## config.mk

```make
export PLATFORM = sky130hd
export DESIGN_NAME = arith_flag_unit
export DESIGN_NICKNAME = d
export VERILOG_FILES = /design/src/rtl/afu_pkg.sv /design/src/rtl/afu_lanes.sv /design/src/rtl/afu_cond.sv /design/src/rtl/arith_flag_unit.sv
export SDC_FILE = /design/constraint.sdc
export NUM_CORES = 1
export LEC_CHECK = 0
export BUFFER_PORTS_ARGS = -buffer_cell sky130_fd_sc_hd__buf_2
export CAP_MARGIN = 20
export CORE_AREA = 2 2 119 121
export DETAILED_ROUTE_END_ITERATION = 10
export DIE_AREA = 0 0 121 123
export PLACE_DENSITY = 0.9
export REMOVE_ABC_BUFFERS = 1
export SLEW_MARGIN = 40
export SYNTH_ARGS = -nofsm -noshare
export SYNTH_HDL_FRONTEND = slang
export SYNTH_SLANG_ARGS = --single-unit
```

## constraint.sdc

```tcl
create_clock -name clk -period 7.62 [get_ports clk]
set_clock_uncertainty 0.05 [all_clocks]
set_input_delay 0.381 -clock clk [delete_from_list [all_inputs] [get_ports clk]]
set_output_delay 0.381 -clock clk [all_outputs]
set_load 0.05 [all_outputs]
```

## src/rtl/afu_pkg.sv

```systemverilog
package afu_pkg;

  localparam logic [2:0] OPC_ADD  = 3'd0;
  localparam logic [2:0] OPC_SUB  = 3'd1;
  localparam logic [2:0] OPC_ADDC = 3'd2;
  localparam logic [2:0] OPC_SUBC = 3'd3;
  localparam logic [2:0] OPC_CMPP = 3'd4;
  localparam logic [2:0] OPC_CMPN = 3'd5;

  typedef struct packed {
    logic n;
    logic z;
    logic c;
    logic v;
  } nzcv_t;

endpackage

```

## src/rtl/afu_lanes.sv

```systemverilog
module afu_lanes import afu_pkg::*; #(
  parameter int WIDE_W   = 64,
  parameter int NARROW_W = 32
) (
  input  logic [WIDE_W-1:0] a_i,
  input  logic [WIDE_W-1:0] b_i,
  input  logic              inv_b_i,
  input  logic              cin_i,
  input  logic              wide_i,
  output logic [WIDE_W-1:0] res_o,
  output nzcv_t             nzcv_o
);

  localparam int LANES = 2;

  logic [WIDE_W-1:0] lane_res  [LANES];
  nzcv_t             lane_nzcv [LANES];

  // Lane 0 works at the narrow width, lane 1 at the wide width.
  for (genvar g = 0; g < LANES; g++) begin : g_lane
    localparam int LW = (g == 0) ? NARROW_W : WIDE_W;
    logic [LW-1:0] opa;
    logic [LW-1:0] opb;
    logic [LW:0]   sum;

    assign opa = a_i[LW-1:0];
    assign opb = b_i[LW-1:0] ^ {LW{inv_b_i}};
    assign sum = {1'b0, opa} + {1'b0, opb} + {{LW{1'b0}}, cin_i};

    if (LW == WIDE_W) begin : g_full
      assign lane_res[g] = sum[LW-1:0];
    end else begin : g_zext
      assign lane_res[g] = {{(WIDE_W-LW){1'b0}}, sum[LW-1:0]};
    end

    assign lane_nzcv[g].n = sum[LW-1];
    assign lane_nzcv[g].z = (sum[LW-1:0] == '0);
    assign lane_nzcv[g].c = sum[LW];
    assign lane_nzcv[g].v = (opa[LW-1] == opb[LW-1]) && (sum[LW-1] != opa[LW-1]);
  end

  assign res_o  = wide_i ? lane_res[1]  : lane_res[0];
  assign nzcv_o = wide_i ? lane_nzcv[1] : lane_nzcv[0];

endmodule

```

## src/rtl/afu_cond.sv

```systemverilog
module afu_cond import afu_pkg::*; (
  input  logic [3:0] cond_i,
  input  nzcv_t      fl_i,
  output logic       pass_o
);

  logic ge;
  logic hi;
  logic gt;

  assign ge = (fl_i.n == fl_i.v);
  assign hi = fl_i.c & ~fl_i.z;
  assign gt = ~fl_i.z & ge;

  always_comb begin
    case (cond_i)
      4'd0:    pass_o = fl_i.z;
      4'd1:    pass_o = ~fl_i.z;
      4'd2:    pass_o = fl_i.c;
      4'd3:    pass_o = ~fl_i.c;
      4'd4:    pass_o = fl_i.n;
      4'd5:    pass_o = ~fl_i.n;
      4'd6:    pass_o = fl_i.v;
      4'd7:    pass_o = ~fl_i.v;
      4'd8:    pass_o = hi;
      4'd9:    pass_o = ~hi;
      4'd10:   pass_o = ge;
      4'd11:   pass_o = ~ge;
      4'd12:   pass_o = gt;
      4'd13:   pass_o = ~gt;
      default: pass_o = 1'b1;
    endcase
  end

endmodule

```

## src/rtl/arith_flag_unit.sv

```systemverilog
module arith_flag_unit import afu_pkg::*; #(
  parameter int WIDE_W   = 64,
  parameter int NARROW_W = 32
) (
  input  logic              clk,
  input  logic              rst_n,
  input  logic              in_valid,
  output logic              in_ready,
  input  logic              in_wide,
  input  logic [2:0]        in_op,
  input  logic [WIDE_W-1:0] in_a,
  input  logic [WIDE_W-1:0] in_b,
  input  logic              in_set_flags,
  input  logic [3:0]        in_cond,
  input  logic [3:0]        in_nzcv_imm,
  output logic              out_valid,
  input  logic              out_ready,
  output logic [WIDE_W-1:0] out_result,
  output logic [3:0]        flags
);

  nzcv_t             flags_q;
  nzcv_t             calc;
  logic [WIDE_W-1:0] sum_res;
  logic              is_cmp;
  logic              inv_b;
  logic              cin;
  logic              cond_ok;
  logic              accept;

  assign in_ready = !out_valid || out_ready;
  assign accept   = in_valid && in_ready;
  assign flags    = flags_q;

  // Operation decode: subtract forms invert b; carry-in from code or stored C.
  always_comb begin
    is_cmp = 1'b0;
    inv_b  = 1'b0;
    cin    = 1'b0;
    case (in_op)
      OPC_SUB:  begin inv_b = 1'b1; cin = 1'b1; end
      OPC_ADDC: cin = flags_q.c;
      OPC_SUBC: begin inv_b = 1'b1; cin = flags_q.c; end
      OPC_CMPP: begin is_cmp = 1'b1; inv_b = 1'b1; cin = 1'b1; end
      OPC_CMPN: is_cmp = 1'b1;
      default:  ;
    endcase
  end

  afu_lanes #(.WIDE_W(WIDE_W), .NARROW_W(NARROW_W)) i_lanes (
    .a_i     (in_a),
    .b_i     (in_b),
    .inv_b_i (inv_b),
    .cin_i   (cin),
    .wide_i  (in_wide),
    .res_o   (sum_res),
    .nzcv_o  (calc)
  );

  afu_cond i_cond (
    .cond_i (in_cond),
    .fl_i   (flags_q),
    .pass_o (cond_ok)
  );

  always_ff @(posedge clk) begin
    if (!rst_n) begin
      out_valid  <= 1'b0;
      out_result <= '0;
      flags_q    <= '0;
    end else begin
      if (accept) begin
        out_valid  <= 1'b1;
        out_result <= is_cmp ? '0 : sum_res;
        if (is_cmp) begin
          flags_q <= cond_ok ? calc : nzcv_t'(in_nzcv_imm);
        end else if (in_set_flags) begin
          flags_q <= calc;
        end
      end else if (out_ready) begin
        out_valid <= 1'b0;
      end
    end
  end

  AST_FLAGS_KEPT: assert property (@(posedge clk) disable iff (!rst_n)
    accept && !is_cmp && !in_set_flags |=> flags == $past(flags));

  AST_CMP_FAIL_LOAD: assert property (@(posedge clk) disable iff (!rst_n)
    accept && is_cmp && !cond_ok |=> flags == $past(in_nzcv_imm));

  AST_CMP_NO_RESULT: assert property (@(posedge clk) disable iff (!rst_n)
    accept && is_cmp |=> out_result == '0);

  AST_NARROW_ZEXT: assert property (@(posedge clk) disable iff (!rst_n)
    accept && !in_wide |=> out_result[WIDE_W-1:NARROW_W] == '0);

  AST_STALL_HOLD: assert property (@(posedge clk) disable iff (!rst_n)
    out_valid && !out_ready |=> out_valid && $stable(out_result));

endmodule

```

==> results.md, run 1 <==
- EDFF count, synth: 0
- Crit start category: input pin
- Tcrit/Tclk final: 0.716
- Worst-path clk slew: 0.07 ns
- Xor-xnor portion of the synthesized cell area: 0.129
- Layout fillers: 1179
- Avg Inst Size Synth: 7.46 um2
- Hold buffers post-CTS: 0
- Most common cell in the netlist: nand2_1
- Top cells by area, synth: dfxtp_1 18%, xor2_1 10%, ha_1 10%
- Register area share after synthesis: 0.175
- Largest family of logic cells by synthesized area: compound AO/OA/AOI/OAI gates
- Worst EP required: 7.85 ns
- Die X-Extent: 121 um
- Max-slew violations: 0
- Final Util: 0.683
- Drt first pass iters: 5
- Adder-cell area share of the yosys netlist: 0.105
- FF+latch area: 1380 um2
- Worst Hold Class: in -> reg
- Share of cells above drive strength 1: 0.207
- CTS max path bufs: 2
- Core area: 13600 um2
- Total of max-cap violations: 0
- Worst reg-to-reg setup slack: 3.10 ns
- # clock sinks: 69
- Seq pwr share: 0.208
- Cell Pwr Density: 217 nW/um2
- Syn-to-layout area delta: 17.9%
- Mapped cell area: 7890 um2
- Post-route setup slack: 2.17 ns
- Post-DR wirelength/cell: 19.2 um
- Max H-tree Level: 3
- Clk pwr share: 0.217
- RSZ-0062 raised after global routing: no
- Initial Util: 0.579
- Crit path capture type: register
- F_max: 183 MHz
- Setup WS pre-CTS: 1.90 ns
- Worst Path Max Fanout: 25
- Run status: finished clean
- Setup violations, final: 0
- Final hold violations: 0
- Die Ht: 123 um
- Top FF cell, synth: dfxtp_1
- Largest net degree at the start of global routing: 71
- Area of the multi-input gates: 6220 um2
- GR met1 Demand/Resource: 0.483
- Asr flop ratio synth: 0
- Total grt overflow: 0
- Antenna Nets Post-Route: 0
- M3 GR Usage: 0.0572
- Top Ports: 215
- Port Buffers: 214
- Post-synth top area share: 0.175
- Synth Register Bits: 69
- Via density: 6.44
- Global-route wire length before repair: 41900 um
- Post-CTS sizing: 0
- Synth Warn #: 0
- Tot GR Track Use: 0.352
- 1st-iter DRT viols: 1049
- Number of buffers created by CTS: 9
- GR peak layer: met2
- Rel. slew slack: 0.472
- Buffers inserted by post-CTS timing repair: 0
- Worst skew pair latency: 0.35 ns
- Maximum VDD drop: 121 uV
- Worst Setup SP: in_op[1]
- Total number of vias: 9075
- Final WL: 27000 um
- Full die area: 14900 um2
- LEAKAGE: 4.11 nW
- RR Startpoint: flags[1]
- Mux cell area share after synthesis: 0.0144
- Most frequent cells after synthesis: 103 x nand2_1, 92 x xor2_1, 87 x a21oi_1
- Cell Rows: 43
- Gpl congestion: 1.02
- Detail Placement HPWL: 21400 um
- Worst-margin pin slew: 0.786 ns
- Switch Pwr: 0.000977 W
- Combinational share of power: 0.575
- Yosys top cell by area: dfxtp_1
- Initial antenna violation count: 0
- Nets: 1435
- DRC Markers: 0
- Post-route minimum period: 5.45 ns
- Root Buffer: clkbuf_16
- Post-synthesis cell count: 1058
- Met2 usage: 0.566
- Hold Path Origin: in_nzcv_imm[0]
- ANT cells: 0
- P_int: 0.00104 W
- CP arrival: 5.68 ns
- Compound-gate portion of the synthesized area: 0.302
- Crit Path Class: in -> reg
- CTS tree: yes
- Vias in the first global route: 8136
- Synth cell types: 72
- Sw Share: 0.483
- Area fraction in and, or, nand and nor cells after synthesis: 0.236
-- power by group through the flow --
stage | Sequential, W | Combinational [W] | Clock [W]
floorplan | 0.000540 | 0.000696 | 0
global placement | 0.000426 | 0.00111 | 0
detailed placement | 0.000426 | 0.00112 | 0
CTS | 0.000418 | 0.00113 | 0.000437
global route | 0.000421 | 0.00125 | 0.000453
finish | 0.000420 | 0.00116 | 0.000439
-- layout by cell type, fill, tap and decap left out, types with 38 or more instances in the layout --
cell type / instances
a22oi_1: 38
nand2_1: 102
a21oi_1: 87
o21ai_0: 65
xor2_1: 92
buf_2: 213
nor2_1: 58
dfxtp_1: 69
ha_1: 63
nor2b_1: 48
-- registers in the layout (all words and copies together), names as in the netlist --
register    cells
out_valid       1
out_result     64
flags           4
-- through the flow --
stage	power [W]	setup TNS [ns]	hold WS, ns	cell area, um2	std cells
2_1_floorplan	0.00124	-3.55	0.439	7640	996
3_3_place_gp	0.00154	0	0.399	8980	1394
3_5_place_dp	0.00155	0	0.407	8990	1394
4_1_cts	0.00199	0	0.278	9300	1410
5_1_grt	0.00212	0	0.299	9300	1410
6_report	0.00202	0	0.292	9300	1410
-- final cells by class --
cell class,instances,share of cell area
Clock buffer,9,0.0242
Clock inverter,7,0.00888
Inverter,16,0.00646
Multi-Input combinational cell,911,0.669
Sequential cell,69,0.149
Tap cell,180,0.0242
Timing Repair Buffer,218,0.119
-- layer usage --
layer / vias up / part of all wire
li1: 4250 / -
met2: 584 / 0.45
met1: 4176 / 0.42
met5: - / 0
met3: 65 / 0.11
met4: 0 / 0.024
-- cell families (layout without fill, tap and decap cells) --
| logic type | Yosys count | in the layout |
|---|---|---|
| muxes | 10 | 10 |
| and+or+nand+nor | 369 | 369 |
| xor gates and xnor gates | 116 | 116 |
| DFF | 69 | 69 |
| AOI/OAI and AO/OA | 351 | 351 |
| adders and majority gates | 65 | 65 |
| buffers and inverters | 78 | 250 |
-- final timing paths --
path | cells after the start | to
worst max-delay path | 18 | flags[2]
worst min-delay path | 3 | flags[0]
worst max register to register | 16 | flags[2]
worst min register to register | 2 | out_result[41]
-- worst max-delay path, stage by stage --
cell       delay (ns)
buf_2            0.11
nand2b_1         0.23
mux2i_4          0.64
buf_4            0.51
xor2_1           0.24
inv_1            0.09
fa_1             0.42
nand2b_1         0.19
a21o_1           0.20
a2111o_1         0.44
a31oi_1          0.43
xnor2_1          0.18
a2111oi_0        0.46
nand4_1          0.17
nor4bb_1         0.48
and4_1           0.26
nand4_1          0.09
o21ai_1          0.14
No activity file was read; power rests on OpenSTA's default activity.
==> inputs of run 2 (changes only) <==
CORE_AREA = 2 2 123 125   (was 2 2 119 121)
DIE_AREA = 0 0 125 127   (was 0 0 121 123)
PLACE_DENSITY = 0.85   (was 0.9)
clock period = 5.6 ns   (was 7.62 ns; I/O delays follow)
==> run 2 against run 1 <==
  * Routed wire length fell by 2.8%
  * Hold slack got worse by 0.11 ns
  * Combinational power rose by 36%
  * First-iteration DRC count fell by 14%
  * Setup slack got worse by 1.7 ns
  * Core utilization fell by 3.3 points
==> results.md, run 2 (synthesis gave the netlist of run 1 again) <==
- Die Ht: 127 um (+3.3%)
- LEAKAGE: 4.16 nW (+1.3%)
- Cell Rows: 44 (+2.3%)
- 1st-iter DRT viols: 906 (-14%)
- Top Ports: 215 (unchanged)
- Initial Util: 0.547 (-0.0326)
- CTS max path bufs: 2 (unchanged)
- Max-slew violations: 0 (unchanged)
- Core area: 14400 um2 (+6.0%)
- # clock sinks: 69 (unchanged)
- Rel. slew slack: 0.291 (-0.181)
- Wl on met1: 11600 um (+2.5%)
- Syn-to-layout area delta: 18.9%
- Crit path capture type: register
- Drt first pass iters: 5 (unchanged)
- Max H-tree Level: 3 (unchanged)
- Total number of vias: 8977 (-1.1%)
- DR WL met2: 11600 um (-4.5%)
- Total of max-cap violations: 0 (unchanged)
- Port Buffers: 214 (unchanged)
- Placed Area: 9050 um2 (+0.65%)
- Root Buffer: clkbuf_16
- WL met3: 2530 um (-11%)
- Largest net degree at the start of global routing: 71 (unchanged)
- Number of buffers created by CTS: 9 (unchanged)
- Setup TNS: 0 ns (unchanged)
- Post-CTS sizing: 0 (unchanged)
- Worst EP required: 5.82 ns (-2.03 ns)
- Cell area after layout: 9380 um2 (+0.92%)
- Commonest non-fill, non-tap cell in the layout: buf_2
- Cell Pwr Density: 297 nW/um2 (+37%)
- Share of cells above drive strength 1: 0.213 (+0.00529)
- Die X-Extent: 125 um (+3.3%)
- Tot GR Track Use: 0.319 (-0.0331)
- Hold buffers post-CTS: 0 (unchanged)
- RR Startpoint: flags[1]
- Worst skew pair latency: 0.34 ns (about the same)
- DP Cell Count: 1405 (+0.79%)
- Top reg by flops: out_result
- Worst Hold Class: in -> reg
- Vias in the first global route: 8143 (+0.086%)
- Worst Path Max Fanout: 25 (unchanged)
- CTS tree: yes
- Tcrit/Tclk final: 0.921
- ANT cells: 0 (unchanged)
- Crit start category: input pin
- Setup WS pre-CTS: 0.384 ns (-1.52 ns)
- Post-route minimum period: 5.16 ns
- Hold Path Origin: in_nzcv_imm[0]
- Total power: 0.00279 W (+38%)
- Run status: finished clean
- Buffers inserted by post-CTS timing repair: 0 (unchanged)
- Full die area: 15900 um2 (+6.7%)
- Post-route setup slack: 0.441 ns (-1.73 ns)
- Setup violations, final: 0 (unchanged)
- Via density: 6.32 (-1.8%)
- Gpl congestion: 1.08 (+5.9%)
- Filler-free cell count of the finished design: 1421 (+0.78%)
- Post-DR wirelength/cell: 18.5 um (-3.6%)
- Worst-margin pin slew: 1.04 ns (+0.250 ns)
- Global-route wire length before repair: 41700 um (-0.61%)
- F_max: 194 MHz
- Crit Path Class: in -> reg
- Detail Placement HPWL: 21400 um (+0.23%)
- Worst-path clk slew: 0.06 ns (about the same)
- Maximum VDD drop: 162 uV (+33%)
- Nets: 1442 (+0.49%)
- Max reg flops: 64 (unchanged)
- Final WL: 26200 um (-2.8%)
- CP arrival: 5.38 ns (-0.30 ns)
- Antenna Nets Post-Route: 0 (unchanged)
- RSZ-0062 raised after global routing: no
- Final hold violations: 0 (unchanged)
- DRC Markers: 0 (unchanged)
- Worst Setup SP: in_op[1]
- Initial antenna violation count: 0 (unchanged)
- DR top layer: met4
- Total grt overflow: 0 (unchanged)
- Commonest non-fill, non-tap cells in the layout: 213 x buf_2, 102 x nand2_1, 92 x xor2_1, 87 x a21oi_1, 69 x dfxtp_1
-- run 2: changes by cell type in the layout (fill, tap and decap cells not counted) --
cell | before | now
inv_6 | 2 | 4
nor4_2 | 0 | 1
inv_8 | 1 | 0
bufinv_16 | 1 | 2
clkinvlp_4 | 2 | 0
buf_4 | 5 | 12
nor4_1 | 11 | 10
-- run 2: routing by layer --
metal | GRT usage | vias to the layer above
met1 | 0.450 | 4152
met3 | 0.0590 | 54
met5 | 0 | -
li1 | - | 4286
met2 | 0.507 | 485
met4 | 0.0739 | 0
-- run 2: layout make-up --
| cell class | instances | area [um2] |
|---|---|---|
| Clock buffer | 9 | 225 |
| Clock inverter | 7 | 104 |
| Fill cell | 1317 | 5040 |
| Inverter | 16 | 60.1 |
| Multi-Input combinational cell | 911 | 6220 |
| Sequential cell | 69 | 1380 |
| Tap cell | 184 | 230 |
| Timing Repair Buffer | 225 | 1160 |
-- run 2: path summary, 6_finish.rpt --
check,to,slack (ns),cells after the start
worst max-delay path,flags[2],0.44,16
worst min register to register,out_result[35],0.42,2
worst min-delay path,flags[0],0.19,3
worst max register to register,flags[2],0.51,16
-- run 2: report_power, final --
group / total [W] / internal (W) / switching, W
logic: 0.00158 / 0.000544 / 0.00104
clock network: 0.000634 / 0.000397 / 0.000237
registers: 0.000570 / 0.000538 / 0.0000317
total: 0.00279 / 0.00148 / 0.00131
-- run 2: worst max-delay path, stage by stage --
cell and delay (ns):
buf_2 0.11, nand2b_1 0.23, mux2i_4 0.28, buf_4 0.36
buf_4 0.41, xor2_1 0.13, ha_1 0.47, nand4_1 0.27
a2111oi_0 0.88, o21a_1 0.32, a31oi_1 0.26, o21ba_2 0.31
xnor2_1 0.15, or4_1 0.47, or3_1 0.31, o21ai_1 0.12
-- run 2: per-stage QoR --
step / hold slack (ns) / utilization
2_1_floorplan: 0.338 / -
3_3_place_gp: 0.404 / 0.627
3_5_place_dp: 0.407 / 0.627
4_1_cts: 0.181 / 0.650
5_1_grt: 0.200 / 0.650
6_report: 0.187 / 0.650
